File: config.mk
export PLATFORM = sky130hd
export DESIGN_NAME = adc_scan_ctrl
export DESIGN_NICKNAME = d
export VERILOG_FILES = /design/src/rtl/adc_scan_pkg.sv /design/src/rtl/adc_frame_seq.sv /design/src/rtl/adc_serdes.sv /design/src/rtl/adc_result_bank.sv /design/src/rtl/adc_scan_ctrl.sv
export SDC_FILE = /design/constraint.sdc
export NUM_CORES = 1
export LEC_CHECK = 0
export ABC_AREA = 1
export BUFFER_PORTS_ARGS = -buffer_cell sky130_fd_sc_hd__buf_2
export CAP_MARGIN = 10
export CORE_MARGIN = 8
export CORE_UTILIZATION = 45
export CTS_BUF_LIST = sky130_fd_sc_hd__clkbuf_4 sky130_fd_sc_hd__clkbuf_8
export CTS_CLUSTER_DIAMETER = 120
export CTS_CLUSTER_SIZE = 8
export DETAILED_ROUTE_END_ITERATION = 10
export PLACE_DENSITY = 0.65
export SETUP_SLACK_MARGIN = 0.02
export SLEW_MARGIN = 20
export SYNTH_ARGS = -nofsm -noshare
export SYNTH_HDL_FRONTEND = slang
export SYNTH_HIERARCHICAL = 1
export SYNTH_SLANG_ARGS = --single-unit
File: constraint.sdc
create_clock -name clk_i -period 2.77 [get_ports clk_i]
set_input_delay 0.4155 -clock clk_i [delete_from_list [all_inputs] [get_ports clk_i]]
set_output_delay 0.4155 -clock clk_i [all_outputs]
set_load 0.02 [all_outputs]
File: src/rtl/adc_scan_pkg.sv
package adc_scan_pkg;
  localparam int unsigned DEF_CH_W  = 4;
  localparam int unsigned DEF_SMP_W = 12;

  typedef enum logic [2:0] {
    ST_IDLE,
    ST_LOAD,
    ST_SETUP,
    ST_LOW,
    ST_HIGH,
    ST_DONE
  } scan_st_e;
endpackage

File: src/rtl/adc_frame_seq.sv
module adc_frame_seq
  import adc_scan_pkg::*;
#(
  parameter int unsigned FRM_W = 16,
  parameter int unsigned CH_W  = 4,
  localparam int unsigned IDX_W = $clog2(FRM_W)
) (
  input  logic             clk_i,
  input  logic             rst_ni,
  input  logic             scan_en_i,
  output logic             cs_no,
  output logic             sclk_o,
  output logic             load_o,
  output logic             cap_o,
  output logic             done_o,
  output logic [IDX_W-1:0] bit_idx_o,
  output logic [CH_W-1:0]  chan_o
);
  localparam logic [IDX_W-1:0] LAST_IDX = IDX_W'(FRM_W - 1);

  scan_st_e         state_q, state_d;
  logic [IDX_W-1:0] bit_q;
  logic [CH_W-1:0]  chan_q;

  always_comb begin
    state_d = state_q;
    unique case (state_q)
      ST_IDLE:  if (scan_en_i) state_d = ST_LOAD;
      ST_LOAD:  state_d = ST_SETUP;
      ST_SETUP: state_d = ST_LOW;
      ST_LOW:   state_d = ST_HIGH;
      ST_HIGH:  state_d = (bit_q == '0) ? ST_DONE : ST_LOW;
      ST_DONE:  state_d = scan_en_i ? ST_LOAD : ST_IDLE;
      default:  state_d = ST_IDLE;
    endcase
  end

  always_ff @(posedge clk_i or negedge rst_ni) begin
    if (!rst_ni) begin
      state_q <= ST_IDLE;
      bit_q   <= LAST_IDX;
      chan_q  <= '0;
    end else begin
      state_q <= state_d;
      if (state_q == ST_LOAD) bit_q <= LAST_IDX;
      else if (state_q == ST_HIGH && bit_q != '0) bit_q <= bit_q - 1'b1;  // falling sclk edge
      if (state_q == ST_DONE) chan_q <= chan_q + 1'b1;
    end
  end

  assign cs_no     = (state_q == ST_IDLE) || (state_q == ST_LOAD) || (state_q == ST_DONE);
  assign sclk_o    = (state_q != ST_LOW);
  assign load_o    = (state_q == ST_LOAD);
  assign cap_o     = (state_q == ST_LOW);  // capture on the edge that raises sclk
  assign done_o    = (state_q == ST_DONE);
  assign bit_idx_o = bit_q;
  assign chan_o    = chan_q;
endmodule

File: src/rtl/adc_serdes.sv
module adc_serdes #(
  parameter int unsigned FRM_W = 16,
  parameter int unsigned CH_W  = 4,
  localparam int unsigned IDX_W  = $clog2(FRM_W),
  localparam int unsigned TAIL_W = FRM_W - 2 - CH_W
) (
  input  logic             clk_i,
  input  logic             rst_ni,
  input  logic             load_i,
  input  logic             cap_i,
  input  logic             cs_ni,
  input  logic [IDX_W-1:0] bit_idx_i,
  input  logic [CH_W-1:0]  chan_i,
  input  logic             miso_i,
  output logic             mosi_o,
  output logic [FRM_W-1:0] rx_word_o
);
  localparam logic [TAIL_W-1:0] TAIL = TAIL_W'(3) << (TAIL_W - 2);

  logic [FRM_W-1:0] tx_q, rx_q;

  always_ff @(posedge clk_i or negedge rst_ni) begin
    if (!rst_ni) begin
      tx_q <= '0;
      rx_q <= '0;
    end else if (load_i) begin
      tx_q <= {2'b10, chan_i, TAIL};
      rx_q <= '0;
    end else if (cap_i) begin
      rx_q <= {rx_q[FRM_W-2:0], miso_i};
    end
  end

  assign mosi_o    = cs_ni ? 1'b0 : tx_q[bit_idx_i];
  assign rx_word_o = rx_q;
endmodule

File: src/rtl/adc_result_bank.sv
module adc_result_bank #(
  parameter int unsigned CH_W  = 4,
  parameter int unsigned SMP_W = 12,
  localparam int unsigned N_CH = 1 << CH_W
) (
  input  logic                  clk_i,
  input  logic                  rst_ni,
  input  logic                  we_i,
  input  logic [CH_W-1:0]       tag_i,
  input  logic [SMP_W-1:0]      data_i,
  output logic [N_CH*SMP_W-1:0] bank_o
);
  for (genvar i = 0; i < N_CH; i++) begin : g_slot
    logic [SMP_W-1:0] slot_q;
    always_ff @(posedge clk_i or negedge rst_ni) begin
      if (!rst_ni) slot_q <= '0;
      else if (we_i && tag_i == CH_W'(i)) slot_q <= data_i;
    end
    assign bank_o[i*SMP_W +: SMP_W] = slot_q;
  end
endmodule

File: src/rtl/adc_scan_ctrl.sv
module adc_scan_ctrl
  import adc_scan_pkg::*;
#(
  parameter int unsigned CH_W  = DEF_CH_W,
  parameter int unsigned SMP_W = DEF_SMP_W,
  localparam int unsigned FRM_W = CH_W + SMP_W,
  localparam int unsigned N_CH  = 1 << CH_W,
  localparam int unsigned IDX_W = $clog2(FRM_W)
) (
  input  logic                  clk_i,
  input  logic                  rst_ni,
  input  logic                  scan_en_i,
  input  logic                  adc_miso_i,
  output logic                  adc_cs_no,
  output logic                  adc_sclk_o,
  output logic                  adc_mosi_o,
  output logic                  smp_valid_o,
  output logic [CH_W-1:0]       smp_chan_o,
  output logic [SMP_W-1:0]      smp_data_o,
  output logic [N_CH*SMP_W-1:0] res_bank_o
);
  logic             load, cap, done;
  logic [IDX_W-1:0] bit_idx;
  logic [CH_W-1:0]  chan;
  logic [FRM_W-1:0] rx_word;

  adc_frame_seq #(.FRM_W(FRM_W), .CH_W(CH_W)) i_seq (
    .clk_i, .rst_ni, .scan_en_i,
    .cs_no(adc_cs_no), .sclk_o(adc_sclk_o),
    .load_o(load), .cap_o(cap), .done_o(done),
    .bit_idx_o(bit_idx), .chan_o(chan)
  );

  adc_serdes #(.FRM_W(FRM_W), .CH_W(CH_W)) i_serdes (
    .clk_i, .rst_ni,
    .load_i(load), .cap_i(cap), .cs_ni(adc_cs_no),
    .bit_idx_i(bit_idx), .chan_i(chan),
    .miso_i(adc_miso_i), .mosi_o(adc_mosi_o), .rx_word_o(rx_word)
  );

  // route by the tag returned in the result, not by the requested channel
  assign smp_valid_o = done;
  assign smp_chan_o  = rx_word[FRM_W-1 -: CH_W];
  assign smp_data_o  = rx_word[SMP_W-1:0];

  adc_result_bank #(.CH_W(CH_W), .SMP_W(SMP_W)) i_bank (
    .clk_i, .rst_ni,
    .we_i(done), .tag_i(smp_chan_o), .data_i(smp_data_o),
    .bank_o(res_bank_o)
  );
endmodule

==> results.toml, run 1 <==
[grt]
overflow = 0
grt_use_total_pct = 22.2
grt_max_degree = 77
grt_pass1_vias = 7980
grt_pass1_wl_um = 45700
grt_antenna_before_repair = 0

[floorplanning]
start_util_pct = 45.9
coreArea_sq_um = 20300
rows = 52
die_h_um = 160
die_w_um = 160
io_pins = 216
die_area_sq_um = 25600

[final_layout]
nFillCells = 1957
multiInputGateArea_sq_um = 3130
final_nets = 1290
antenna_cells = 0
drive_above_1_share_pct = 24.5
areaGrowthSynthToFinish_pct = 19.9
seqCellArea_sq_um = 5610
final_area_sq_um = 11200

[logic_synthesis]
yosysMostFrequentCell = "nand2_1"
yosysSeqAreaShare_pct = 60.3
synth.ff_latch_count = 224
async_flop_share_pct = 100
synth_edf_count = 0
ys_types = 31
ys_top_cells_by_count = "nand2_1, dfrtp_1, inv_1"
synth_cells = 1077
yosys_warnings = 6
synth_flop_cell = "dfrtp_1"
postSynthNetCount = 1083
synth_top_area_share_pct = 59.1
syn_area_sq_um = 9310
synth_area_leader_cell = "dfrtp_1"
synth_area_per_cell_sq_um = 8.65
ys_top_cells_by_area = "dfrtp_1, nand2_1, nand4_1"

[critical_path]
r2r-end = "i_bank/g_slot[9].slot_q[8]"
critPathMaxFanout = 55
reg2reg_slack_ns = 0.60
crit_path_end = "smp_valid_o"
reg2reg_from = "i_seq/state_q[1]"
cp.arrival_ns = 2.07
ff2ff_path_depth = 7
cp-startpoint = "i_seq/state_q[1]"
cp.required_ns = 2.35
worstSetupPathType = "reg2out"
startpoint_type = "flip-flop"
endpoint_kind = "output port"

[clock_network]
tritoncts = "built"
clk_latency_ns = 0.57
post_cts_buffers = 0
cts_sinks = 224
cts_buffers = 31
clockRootBuffer = "clkbuf_8"
clk_pin_slew_ns = 0.06
cts_max_level = 1
clockBufferDepth = 3

[power]
leakage_nw = 6.76
vdd_drop_max_mv = 0.319
power.density_nw_per_um2 = 619

[route]
vias_per_cell = 5.06
first_pass_iters = 5
num_vias = 7923
ant_nets = 0
drc = 0
drt_iter0_drc = 575
wl_per_cell_um = 18.4
wirelength_um = 28800

[sta]
tightest_slew_ns = 0.829
finalSetupViolCount = 0
finalHoldViolCount = 0
fmax_mhz = 402
timing.setup.tns_ns = 0
relSlewSlack_pct = 44.5
layout_min_cycle_time_ns = 2.49
period_share_pct = 89.8
rsz0062_at_grt = "false"
slew_violations = 0
fin_skew_ns = 0.0199

[run]
cap_viol_max_count = 0

[outcome]
status = "completed"

[placed_design]
place_hpwl_um = 19400
place.gp.congestion = 0.808
postPlaceCellArea_sq_um = 10600
port_buffers = 215

[hold_path]
worstHoldPathType = "in2reg"
[state kept, by name (all words and copies together), names as in the netlist]
| signal | count |
|---|---|
| i_bank/g_slot.slot_q | 192 |
| i_seq/bit_idx_o | 4 |
| i_seq/chan_o | 4 |
| i_seq/state_q | 3 |
| i_serdes/rx_word_o | 16 |
| i_serdes/tx_q | 5 |
[critical path, stage by stage (launching register included)]
cell,delay (ns)
dfrtp_1,0.41
inv_2,0.12
nand3_2,0.14
inv_2,0.17
buf_6,0.38
buf_2,0.25
[worst min path at each step]
stage	from	endpoint	depth (start not counted)
floorplan	rst_ni	i_bank/g_slot[0].slot_q[0]	0
global placement	rst_ni	i_bank/g_slot[12].slot_q[2]	1
detailed placement	rst_ni	i_bank/g_slot[12].slot_q[5]	1
CTS	adc_miso_i	i_serdes/rx_word_o[0]	3
global route	adc_miso_i	i_serdes/rx_word_o[0]	3
finish	adc_miso_i	i_serdes/rx_word_o[0]	3
[per-stage QoR]
| step | power [mW] | worst slack, ns | cells | hold WS (ns) | utilization, % |
|---|---|---|---|---|---|
| after floorplan | 4.26 | 1.20 | 1077 | 0.120 | - |
| after global placement | 4.60 | 0.632 | 1520 | 0.429 | 52.3 |
| after detailed placement | 4.61 | 0.598 | 1520 | 0.428 | 52.3 |
| after CTS | 6.97 | 0.154 | 1565 | 0.0797 | 55.0 |
| after global routing | 7.20 | 0.162 | 1565 | 0.111 | 55.0 |
| final | 6.91 | 0.283 | 1565 | 0.103 | 55.0 |
[repair_timing]
item	in CTS	in global routing
gates resized for setup	0	1
hold endpoints to repair	72	0
hold buffers	1	0
endpoints found under the setup margin	0	1
[power breakdown]
group          total (mW)  internal, mW  switching [mW]
combinational        1.03         0.264           0.767
sequential           3.52          3.40           0.121
clock                2.36          1.18            1.17
[cell families after synthesis]
family | Yosys count | synth area share [%]
adders and majority gates | 2 | 0.269
xor gates and xnor gates | 3 | 0.282
and+or+nand+nor | 674 | 29.6
DFF | 224 | 60.3
buffers and inverters | 129 | 6.23
AOI/OAI and AO/OA | 45 | 3.36
[layout by cell type, fill, tap and decap left out, drive strengths merged, types with 2 or more instances in the layout]
cell | Yosys | final
a21oi | 3 | 3
buf | 43 | 245
clkbuf | 29 | 44
dfrtp | 220 | 220
dfstp | 4 | 4
ha | 2 | 2
inv | 57 | 57
nand2 | 565 | 565
nand3 | 33 | 33
nand4 | 48 | 48
nor2 | 27 | 27
o21ai | 11 | 11
o21bai | 24 | 24
o22ai | 5 | 5
xnor2 | 2 | 2
[layout make-up]
cell class                      instances  share of cell area, %
Clock buffer                           44                   4.70
Inverter                               57                   1.94
Tap cell                              270                   3.03
Sequential cell                       224                   50.3
Timing Repair Buffer                  246                   12.1
Multi-Input combinational cell        724                   28.0
[layer usage]
metal	track usage, %	vias up	share of wire [%]
met2	37.3	231	49
met5	0	-	0
met3	5.04	41	6.4
met1	28.6	3901	43
met4	5.35	0	1.7
li1	-	3750	-
No activity file was read; power rests on OpenSTA's default activity.
==> inputs of run 2 (changes only) <==
- CAP_MARGIN: 10 -> 20
- PLACE_DENSITY: 0.65 -> 0.67
- SKIP_CTS_REPAIR_TIMING: default -> 1
- clock period: 2.77 -> 2 ns (I/O delays scaled with it)
==> results.toml, run 2 (synthesis results as in run 1) <==
[outcome]
status = "completed"

[critical_path]
ff2ff_path_depth = 9
critPathMaxFanout = 6
reg2reg_slack_ns = 0.08
startpoint_type = "flip-flop"
endpoint_kind = "output port"
cp-startpoint = "i_seq/state_q[0]"
r2r-end = "i_bank/g_slot[12].slot_q[4]"
reg2reg_from = "i_seq/state_q[1]"
worstSetupPathType = "reg2out"
crit_path_end = "adc_mosi_o"
cp.arrival_ns = 1.64
cp.required_ns = 1.70

[run]
cap_viol_max_count = 0

[power]
power.internal_mw = 6.79
comb_power_share_pct = 15.9
leakage_nw = 6.92
power.total_mw = 9.69
power.density_nw_per_um2 = 847
switching_share_pct = 30.0
sequentialPowerShare_pct = 50.7
power.switching_mw = 2.90
clockPowerShare_pct = 33.3
vdd_drop_max_mv = 0.487

[grt]
grt_pass1_vias = 8018
grt_pass1_wl_um = 46500
overflow = 0
grt_use_total_pct = 22.4
grt_max_degree = 77
grt_antenna_before_repair = 0

[placed_design]
postPlaceCellArea_sq_um = 10800
place_hpwl_um = 20100
post-place-cells = 1547
dp_slack_ns = 0.0876
place.gp.congestion = 0.810
port_buffers = 215

[final_layout]
drive_above_1_share_pct = 26.6
final_area_sq_um = 11400
layoutNonFillerInstCount = 1596
antenna_cells = 0
largest_reg_flops = 192
final_nets = 1321
regMostFlops = "i_bank/g_slot.slot_q"
layout_commonest_cell = "nand2_1"
final_core_util_pct = 56.3
final_cell_mix = "nand2_1, dfrtp_1, buf_2"
areaGrowthSynthToFinish_pct = 22.8

[floorplanning]
rows = 52
die_area_sq_um = 25600
io_pins = 216
die_h_um = 160
coreArea_sq_um = 20300
start_util_pct = 45.9
die_w_um = 160

[route]
num_vias = 8030
ant_nets = 0
wirelength_um = 29100
drt_iter0_drc = 667
wl_per_cell_um = 18.2
vias_per_cell = 5.03
drc = 0
first_pass_iters = 5

[clock_network]
cts_max_level = 1
cts_sinks = 224
clk_pin_slew_ns = 0.07
cts_buffers = 31
tritoncts = "built"
clockBufferDepth = 3
clk_latency_ns = 0.56
clockRootBuffer = "clkbuf_8"

[sta]
rsz0062_at_grt = "true"
period_share_pct = 97.2
fmax_mhz = 514
layout_min_cycle_time_ns = 1.94
slew_violations = 0
finalHoldViolCount = 0
timing.hold.ws_ns = 0.00152
fin_ws_ns = 0.0554
tightest_slew_ns = 0.639
finalSetupViolCount = 0
fin_skew_ns = 0.0128
timing.setup.tns_ns = 0
relSlewSlack_pct = 57.4

[hold_path]
worstHoldPathType = "in2reg"
run 2: changes by cell type in the layout (fill, tap and decap cells not counted), moves of 2 or more:
cell / before / now
dfrtp_1: 220 / 218
buf_4: 27 / 59
dfrtp_2: 0 / 2
buf_2: 214 / 212
run 2: critical path, stage by stage (launching register included):
cell,delay [ns]
dfrtp_2,0.45
inv_2,0.12
a21oi_1,0.10
nor2_1,0.10
nand2_1,0.06
nor2_1,0.10
buf_4,0.15
run 2: final cells by class:
type / instances / area, sq um
fillers: 1901 / 8860
repair buffers: 277 / 1600
inverters: 57 / 219
clock inverters: 1 / 7.51
well taps: 270 / 338
clock buffers: 43 / 517
flip-flops and latches: 224 / 5610
multi-input cells: 724 / 3140
run 2: per-layer routing:
layer  global-route usage (%)  part of all wire (%)
met4                     5.31                   1.8
met5                        0                     0
met3                     5.35                   7.5
met2                     36.0                    47
met1                     30.0                    44
run 2: power groups by stage:
stage          clock [mW]  combinational [mW]  sequential [mW]
3_3_place_gp            0                1.44             4.98
3_5_place_dp            0                1.45             4.98
5_1_grt              3.53                1.70             4.93
4_1_cts              3.32                1.46             4.90
2_1_floorplan           0               0.925             4.98
6_report             3.23                1.54             4.91
run 2: worst min-delay path by stage:
stage / to / cells past startpoint / start
final: i_serdes/rx_word_o[0] / 3 / adc_miso_i
after global routing: i_serdes/rx_word_o[0] / 3 / adc_miso_i
after CTS: i_bank/g_slot[12].slot_q[5] / 1 / rst_ni
after detailed placement: i_bank/g_slot[12].slot_q[5] / 1 / rst_ni
after global placement: i_bank/g_slot[12].slot_q[5] / 1 / rst_ni
after floorplan: i_bank/g_slot[0].slot_q[0] / 0 / rst_ni
==> inputs of run 3 (changes only) <==
- HOLD_SLACK_MARGIN: default -> 0.08
- PLACE_DENSITY: 0.67 -> 0.68
- SYNTH_HIERARCHICAL: 1 -> default
==> results.toml, run 3 <==
[route]
vias_per_cell = 5.04
wirelength_um = 25500
num_vias = 6741
wl_per_cell_um = 19.1
ant_nets = 0
drt_iter0_drc = 336
drc = 0
first_pass_iters = 5

[floorplanning]
coreArea_sq_um = 18700
die_area_sq_um = 23800
die_w_um = 154
start_util_pct = 46.0
rows = 50
die_h_um = 154
io_pins = 216

[logic_synthesis]
yosysSeqAreaShare_pct = 65.2
synth-simple-area-share_pct = 16.2
synth.area.mux_share_pct = 0
synth_xor_area_share_pct = 0.306
yosysMostFrequentCell = "nand2_1"
synth_top_family_by_area = "simple AND/OR/NAND/NOR gates"
synth_top_area_share_pct = 64.0
synth_compound_area_share_pct = 12.8
synth_area_leader_cell = "dfrtp_1"
synth_area_per_cell_sq_um = 10.0
ys_types = 27
synth_fa_ha_area_share_pct = 0.291
synth_cells = 856
syn_area_sq_um = 8600
synth_edf_count = 0
synth_flop_cell = "dfrtp_1"
postSynthNetCount = 862
ys_top_cells_by_count = "nand2_1, dfrtp_1, o21ai_0"
async_flop_share_pct = 100
ys_top_cells_by_area = "dfrtp_1, nand2_1, o21ai_0"
synth.ff_latch_count = 224
yosys_warnings = 0

[power]
comb_power_share_pct = 14.4
vdd_drop_max_mv = 0.544
leakage_nw = 5.81
power.internal_mw = 6.73
power.density_nw_per_um2 = 898
sequentialPowerShare_pct = 51.6
clockPowerShare_pct = 34.0
switching_share_pct = 29.2
power.total_mw = 9.51
power.switching_mw = 2.77

[clock_network]
clk_pin_slew_ns = 0.07
cts_buffers = 31
tritoncts = "built"
clk_latency_ns = 0.56
clockRootBuffer = "clkbuf_8"
cts_max_level = 1
cts_sinks = 224
clockBufferDepth = 3

[critical_path]
startpoint_type = "flip-flop"
r2r-end = "i_bank.g_slot[12].slot_q[7]"
endpoint_kind = "output port"
path_common_cell = "nand2_1"
critPathMaxFanout = 5
slowest_delay_ns = 0.58
cp.arrival_ns = 1.65
worstPathCellList = "inv_1 -> a21oi_2 -> nand2_1 -> nand2_1 -> nor2_1 -> buf_4"
cp.required_ns = 1.70
slowest_stage = "dfstp_2"
ff2ff_path_depth = 6
reg2reg_from = "i_seq.state_q[1]"
worstSetupPathType = "reg2out"
reg2reg_slack_ns = 0.18

[final_layout]
final_nets = 1099
antenna_cells = 0
layoutNonFillerInstCount = 1338
drive_above_1_share_pct = 31.3
layout_commonest_cell = "nand2_1"
final_cell_mix = "nand2_1, dfrtp_1, buf_2"
largest_reg_flops = 192
areaGrowthSynthToFinish_pct = 23.1
regMostFlops = "i_bank.g_slot.slot_q"

[sta]
fmax_mhz = 514
tightest_slew_ns = 0.595
layout_min_cycle_time_ns = 1.95
rsz0062_at_grt = "true"
timing.hold.ws_ns = 0.296
timing.setup.tns_ns = 0
slew_violations = 0
fin_skew_ns = 0.0205
finalHoldViolCount = 0
period_share_pct = 97.3
finalSetupViolCount = 0
relSlewSlack_pct = 60.2
fin_ws_ns = 0.0549

[grt]
grt_pass1_vias = 6741
grt_use_total_pct = 21.2
grt_antenna_before_repair = 0
grt_pass1_wl_um = 39700
overflow = 0
grt_max_degree = 65

[outcome]
status = "completed"

[hold_path]
worstHoldPathType = "in2async"

[placed_design]
place.gp.congestion = 0.829
post-place-cells = 1289
dp_slack_ns = 0.203
port_buffers = 215
place_hpwl_um = 17400

[run]
cap_viol_max_count = 0
## run 3: layout make-up
type                    instances  area (sq um)
well taps                     234           293
inverters                      33           134
repair buffers                254          1450
multi-input cells             549          2570
flip-flops and latches        224          5610
clock buffers                  43           517
fillers                      1658          8120
clock inverters                 1          7.51
## run 3: per-layer routing
metal / share of wire [%] / track usage, % / vias up
li1: - / - / 3232
met1: 44 / 28.8 / 3221
met2: 44 / 31.7 / 260
met3: 10 / 7.89 / 28
met4: 1.5 / 4.76 / 0
met5: 0 / 0 / -
## run 3: worst max path at each step
| stage | end | slack (ns) | from | cells past startpoint |
|---|---|---|---|---|
| final | adc_mosi_o | 0.05 | i_seq.bit_idx_o[1] | 6 |
| after global routing | adc_mosi_o | -0.03 | i_seq.bit_idx_o[0] | 7 |
| after CTS | smp_valid_o | -0.22 | i_seq.state_q[1] | 5 |
| after detailed placement | i_bank.g_slot[3].slot_q[7] | 0.20 | i_seq.state_q[1] | 6 |
| after global placement | i_bank.g_slot[4].slot_q[9] | 0.25 | i_seq.state_q[1] | 6 |
| after floorplan | adc_mosi_o | 0.52 | i_seq.state_q[0] | 5 |
## run 3: power by group through the flow
stage | sequential, mW | combinational, mW | clock, mW
finish | 4.91 | 1.37 | 3.23
floorplan | 5.00 | 0.723 | 0
detailed placement | 4.98 | 1.33 | 0
CTS | 4.90 | 1.33 | 3.32
global route | 4.92 | 1.52 | 3.52
global placement | 4.97 | 1.33 | 0
## run 3: cells by family after synthesis
| family | after synthesis |
|---|---|
| buf+inv | 83 |
| flops | 224 |
| simple gates | 348 |
| xor+xnor | 3 |
| fa+ha+maj | 2 |
| compound gates | 196 |
## run 3: critical path: cells and delay by family, from the launching register on
kind            cells  cell delay, ns
compound gates      1            0.12
flops               1            0.58
simple gates        3            0.15
buf+inv             2            0.25
## run 3: metrics by stage
stage	utilization [%]	area, sq um
after global routing	56.6	10600
after CTS	56.1	10500
after floorplan	-	8600
final	56.6	10600
after global placement	53.3	9980
after detailed placement	53.3	9980
